## config.mk

```make
export PLATFORM = sky130hd
export DESIGN_NAME = trig_fire_gate
export DESIGN_NICKNAME = d
export VERILOG_FILES = /design/src/rtl/trig_fire_gate_pkg.sv /design/src/rtl/trig_reentry_guard.sv /design/src/rtl/trig_cause_decode.sv /design/src/rtl/trig_fire_gate.sv
export SDC_FILE = /design/constraint.sdc
export NUM_CORES = 1
export LEC_CHECK = 0
export BUFFER_PORTS_ARGS = -buffer_cell sky130_fd_sc_hd__buf_2
export CAP_MARGIN = 20
export CORE_AREA = 5 5 66 68
export CTS_CLUSTER_SIZE = 16
export DETAILED_ROUTE_END_ITERATION = 10
export DIE_AREA = 0 0 71 73
export PLACE_DENSITY = 0.76
export SYNTH_ARGS = -nofsm -noshare
export SYNTH_HDL_FRONTEND = slang
export SYNTH_SLANG_ARGS = --single-unit
```

## constraint.sdc

```tcl
create_clock -name clk -period 1 [get_ports clk]
set_clock_uncertainty 0.05 [all_clocks]
set_input_delay 0.15 -clock clk [delete_from_list [all_inputs] [get_ports clk]]
set_output_delay 0.15 -clock clk [all_outputs]
set_load 0.03 [all_outputs]
```

## src/rtl/trig_fire_gate_pkg.sv

```systemverilog
package trig_fire_gate_pkg;
  typedef enum logic [1:0] {
    PRIV_USER = 2'b00,
    PRIV_SUPV = 2'b01,
    PRIV_RSVD = 2'b10,
    PRIV_MACH = 2'b11
  } priv_e;

  localparam int unsigned ACT_W      = 4;
  localparam logic [ACT_W-1:0] ACT_BREAKPOINT = '0;
  localparam int unsigned BP_CAUSE   = 3;
endpackage

```

## src/rtl/trig_reentry_guard.sv

```systemverilog
module trig_reentry_guard
  import trig_fire_gate_pkg::*;
#(
  parameter int unsigned XLEN = 32
) (
  input  logic [1:0]       priv,
  input  logic             virt,
  input  logic             m_ie,
  input  logic             s_ie,
  input  logic             vs_ie,
  input  logic [XLEN-1:0]  m_edeleg,
  input  logic [XLEN-1:0]  h_edeleg,
  input  logic [ACT_W-1:0] act_code,
  output logic             allow
);
  logic m_bp_dlg, h_bp_dlg;
  logic ok_mach, ok_supv, ok_vsupv;

  assign m_bp_dlg = m_edeleg[BP_CAUSE];
  assign h_bp_dlg = h_edeleg[BP_CAUSE];

  always_comb begin
    ok_mach  = (priv != PRIV_MACH) || m_ie;
    ok_supv  = (priv != PRIV_SUPV) || virt || !m_bp_dlg || s_ie;
    ok_vsupv = (priv != PRIV_SUPV) || !virt || !m_bp_dlg || !h_bp_dlg || vs_ie;
    if (act_code != ACT_BREAKPOINT) allow = 1'b1;
    else                            allow = ok_mach && ok_supv && ok_vsupv;
  end
endmodule

```

## src/rtl/trig_cause_decode.sv

```systemverilog
module trig_cause_decode #(
  parameter int unsigned XLEN = 32
) (
  input  logic            trap_valid,
  input  logic [XLEN-1:0] trap_cause,
  input  logic [XLEN-1:0] irq_sel,
  input  logic [XLEN-1:0] exc_sel,
  output logic            hit
);
  localparam int unsigned IDX_W = $clog2(XLEN);

  logic            is_irq;
  logic [XLEN-1:0] idx_full;
  logic            in_range;
  logic [IDX_W-1:0] idx;
  logic            sel_bit;

  always_comb begin
    is_irq   = trap_cause[XLEN-1];
    idx_full = trap_cause;
    idx_full[XLEN-1] = 1'b0;
    in_range = (idx_full < XLEN);
    idx      = idx_full[IDX_W-1:0];
    sel_bit  = is_irq ? irq_sel[idx] : exc_sel[idx];
    hit      = trap_valid && in_range && sel_bit;
  end
endmodule

```

## src/rtl/trig_fire_gate.sv

```systemverilog
module trig_fire_gate
  import trig_fire_gate_pkg::*;
#(
  parameter int unsigned XLEN = 32
) (
  input  logic             clk,
  input  logic             rst_n,
  input  logic [1:0]       priv,
  input  logic             virt,
  input  logic             m_ie,
  input  logic             s_ie,
  input  logic             vs_ie,
  input  logic [XLEN-1:0]  m_edeleg,
  input  logic [XLEN-1:0]  h_edeleg,
  input  logic [ACT_W-1:0] act_code,
  input  logic             mem_hit,
  input  logic             icnt_hit,
  input  logic             icnt_ctx_ok,
  input  logic             trap_valid,
  input  logic [XLEN-1:0]  trap_cause,
  input  logic [XLEN-1:0]  trap_irq_sel,
  input  logic [XLEN-1:0]  trap_exc_sel,
  output logic             mem_fire,
  output logic             icnt_fire,
  output logic             trap_fire,
  output logic             fire_after
);
  logic allow, trap_raw;
  logic mem_d, icnt_d, trap_d;
  logic mem_q, icnt_q, trap_q;
  logic upd_en;

  trig_reentry_guard #(.XLEN(XLEN)) guard_i (
    .priv(priv), .virt(virt), .m_ie(m_ie), .s_ie(s_ie), .vs_ie(vs_ie),
    .m_edeleg(m_edeleg), .h_edeleg(h_edeleg), .act_code(act_code),
    .allow(allow)
  );

  trig_cause_decode #(.XLEN(XLEN)) decode_i (
    .trap_valid(trap_valid), .trap_cause(trap_cause),
    .irq_sel(trap_irq_sel), .exc_sel(trap_exc_sel), .hit(trap_raw)
  );

  assign upd_en = 1'b1;

  always_comb begin
    mem_d  = mem_hit && allow;
    icnt_d = icnt_hit && icnt_ctx_ok && allow;
    trap_d = trap_raw && allow;
  end

  always_ff @(posedge clk or negedge rst_n) begin
    if (!rst_n) begin
      mem_q  <= 1'b0;
      icnt_q <= 1'b0;
      trap_q <= 1'b0;
    end else if (upd_en) begin
      mem_q  <= mem_d;
      icnt_q <= icnt_d;
      trap_q <= trap_d;
    end
  end

  assign mem_fire   = mem_q;
  assign icnt_fire  = icnt_q;
  assign trap_fire  = trap_q;
  assign fire_after = trap_q;

  a_r7_mem_needs_hit: assert property (@(posedge clk) disable iff (!rst_n)
    mem_fire |-> $past(mem_hit));
  a_r7_icnt_needs_ctx: assert property (@(posedge clk) disable iff (!rst_n)
    icnt_fire |-> ($past(icnt_ctx_ok) && $past(icnt_hit)));
  a_r3_mach_blocked: assert property (@(posedge clk) disable iff (!rst_n)
    (act_code == ACT_BREAKPOINT && priv == PRIV_MACH && !m_ie) |=>
      !(mem_fire || icnt_fire || trap_fire));
  a_r2_other_action_passes: assert property (@(posedge clk) disable iff (!rst_n)
    (act_code != ACT_BREAKPOINT && mem_hit) |=> mem_fire);
  a_r8_trap_needs_valid: assert property (@(posedge clk) disable iff (!rst_n)
    trap_fire |-> $past(trap_valid));
  a_r10_after_timing: assert property (@(posedge clk) disable iff (!rst_n)
    fire_after == trap_fire);
endmodule

```

==> flow_summary.toml <==
[routing]
via_count = 1123
drc = 0
drtPass1Iterations = 4
postRouteWirelength_microns = 3484
wire_per_inst_microns = 14.46
drt_iter0_drc = 27
drtAntennaViolNets = 0
detail_route.vias_per_cell = 4.660

[floorplan]
die_h_microns = 73
floorplan.core_area_sq_um = 3799
initial_core_util_pct = 20.06
die_area_sq_um = 5183
fp-row-count = 23
io-pin-count = 180
die-width_microns = 71

[sta]
totalNegativeSetupSlack_ps = -501.5
timing.final.ws_setup_ps = -501.5
rsz0062_at_grt = "yes"
smallest_hold_slack_ps = 97.62
clock.fmax_ghz = 0.6660
final_cycle_share_pct = 150.1
timing.max_slew.rel_slack_pct = 78.02
worst_pin_slew_ps = 328.3
timing_hold_violations_final = 0
post-route-min-period_ps = 1501
final-setup-viol-count = 1
finalMaxSlewViolations = 0

[global_routing]
grt_usage_pct = 13.09
grt_remaining_overflow = 0
grt_antenna_before_repair = 0
wire_length_of_the_first_global_routing_pass_microns = 5409
maximum_number_of_pins_on_one_net_before_global_route_repair = 10
grt_pass1_vias = 1246

[clocking]
clk_pin_slew_worst_paths_ps = 30
ctsLongestPathBuffers = 2
cts_tree = "yes"
numClockSinks = 3
tritoncts.num_buffers = 3
cts_root_buf = "sky130_fd_sc_hd__clkbuf_8"
htree_levels = 1
cts_post_setup_buffers_inserted = 0

[yosys]
syn-mean-instance-area_sq_um = 11.37
postSynthCellCount = 67
yosysWarnings = 0
sequential_element_share_of_the_synthesized_area_pct = 9.852
syn-cell-area_sq_um = 762.0
synth_nets = 243
synth-seq-cells = 3
synth_async_sr_flop_share_pct = 100.0
synth_cell_types = 29
post_synth_edffs = 0
yosys_most_used_dff = "sky130_fd_sc_hd__dfrtp_1"

[worst_setup_path]
critical-path-max-stage-delay_ps = 490
path_delay_family = "multiplexers"
worst-setup-path-type = "in2reg"
cp_max_fo = 5
data_required_time_of_the_critical_path_ps = 1030
crit_chain = "buf_12, mux4_2, mux4_2, o311ai_2, a311oi_1"
crit_path_end_kind = "flip-flop"
critPathBufInv = 1
worst_path_most_repeated_cell = "sky130_fd_sc_hd__mux4_2"
worst-endpoint-arrival_ps = 1530
critPathSlowestCell = "sky130_fd_sc_hd__mux4_2"
startpoint_type = "primary input"

[power_and_ir_drop]
internal_power_uw = 736.6
pwr_density_cell_nw_per_um2 = 648.4
netSwitchingFraction_pct = 25.34
irDropWorstVdd_mv = 0.2648
p_sw_uw = 250.0
share_seq_of_total_power_pct = 12.9
p_leak_nw = 0.7620
pwr-share-clk_pct = 35.8
p_comb_share_pct = 51.2
power.total_uw = 986.6

[outcome]
violations = "negative setup slack"
status = "complete, but fails checks"

[placement]
gp_congestion = 0.7138
place.port_buffers = 117
dp_hpwl_microns = 3287
dpl_cell_area_sq_um = 1429

[finish]
n_antenna_cell = 0
n_fill_cell = 394
net_count_of_the_finished_layout = 368
areaGrowthSynthToFinish_pct = 99.67
layout-drive-gt1-share_pct = 79.06
finish.instance_area_sq_um = 1521

[job]
maxCapViolations = 0

[min_path]
timing.hold.worst.class = "in2reg"
-- final timing paths --
| check | start | end | slack (ps) | cells past startpoint |
|---|---|---|---|---|
| worst max-delay path | trap_cause[0] | fire_after | -500 | 5 |
| worst min-delay path | mem_hit | mem_fire | 100 | 2 |
| max in group asynchronous | rst_n | fire_after | 580 | 2 |
| min in group asynchronous | rst_n | icnt_fire | 210 | 2 |
-- cell type report --
cell class / instances / area (sq um) / share of cell area, %
inverter: 1 / 3.754 / 0.2467
tap: 50 / 62.56 / 4.112
sequential: 3 / 75.07 / 4.934
clock buffer: 4 / 45.04 / 2.961
multi-input combinational: 56 / 640.6 / 42.11
timing repair buffer: 127 / 694.4 / 45.64
-- Yosys cell counts (2+ instances only) --
master,number,area (sq um)
sky130_fd_sc_hd__dfrtp_1,3,75.07
sky130_fd_sc_hd__clkbuf_1,2,7.510
sky130_fd_sc_hd__a22oi_1,2,15.01
sky130_fd_sc_hd__buf_4,2,15.01
sky130_fd_sc_hd__a21oi_1,2,10.01
sky130_fd_sc_hd__nand3_1,4,20.02
sky130_fd_sc_hd__nor4_1,6,37.54
sky130_fd_sc_hd__mux4_1,3,78.83
sky130_fd_sc_hd__buf_2,2,10.01
sky130_fd_sc_hd__nand2_1,3,11.26
sky130_fd_sc_hd__nor2_1,4,15.01
sky130_fd_sc_hd__nor2b_1,3,18.77
sky130_fd_sc_hd__mux4_2,14,315.3
sky130_fd_sc_hd__nand4_1,2,12.51
-- per-stage QoR --
step / setup WS [ps] / std cells / util, %
floorplan: -689.7 / 67 / -
global placement: -811.9 / 236 / 37.62
detailed placement: -880.9 / 236 / 37.62
CTS: -526.2 / 241 / 39.33
global route: -540.5 / 241 / 40.05
finish: -501.5 / 241 / 40.05
-- layer usage --
layer | global-route usage (%) | wire length, microns
met1 | 15.69 | 1311
met2 | 21.63 | 1583
met4 | 2.088 | 26
met5 | 0 | 0
met3 | 6.474 | 563
-- cell families after synthesis --
family | Yosys count | synth area share [%]
AO/OA/AOI/OAI | 8 | 8.210
buffers and inverters | 8 | 6.239
AND/OR/NAND/NOR | 29 | 21.18
multiplexers | 19 | 54.52
flip-flops | 3 | 9.852
-- registers in the layout, indices dropped and copies added, names as in the netlist --
register / flops
mem_fire: 1
icnt_fire: 1
fire_after: 1
-- power groups by stage --
stage | registers, mW | clock network (mW) | logic [mW]
floorplan | 0.138 | 0 | 0.223
global placement | 0.129 | 0 | 0.481
detailed placement | 0.129 | 0 | 0.493
CTS | 0.128 | 0.363 | 0.502
global route | 0.128 | 0.380 | 0.556
finish | 0.127 | 0.354 | 0.506
-- repair_timing --
item,in CTS,in global routing
hold buffers,1,0
cloned,0,0
gates resized for setup,3,5
hold endpoints to repair,3,0
pin swaps,2,5
endpoints found under the setup margin,1,3
-- placed cells by master, fill, tap and decap left out, types with 2 or more instances in the layout --
master,instances
sky130_fd_sc_hd__a22oi_1,2
sky130_fd_sc_hd__buf_2,114
sky130_fd_sc_hd__buf_4,8
sky130_fd_sc_hd__buf_6,3
sky130_fd_sc_hd__clkbuf_8,3
sky130_fd_sc_hd__dfrtp_1,3
sky130_fd_sc_hd__mux4_2,17
sky130_fd_sc_hd__nand2_1,3
sky130_fd_sc_hd__nand3_1,4
sky130_fd_sc_hd__nand4_1,2
sky130_fd_sc_hd__nor2_1,4
sky130_fd_sc_hd__nor2b_1,3
sky130_fd_sc_hd__nor4_1,5
Power figures use the tool's default switching activity.
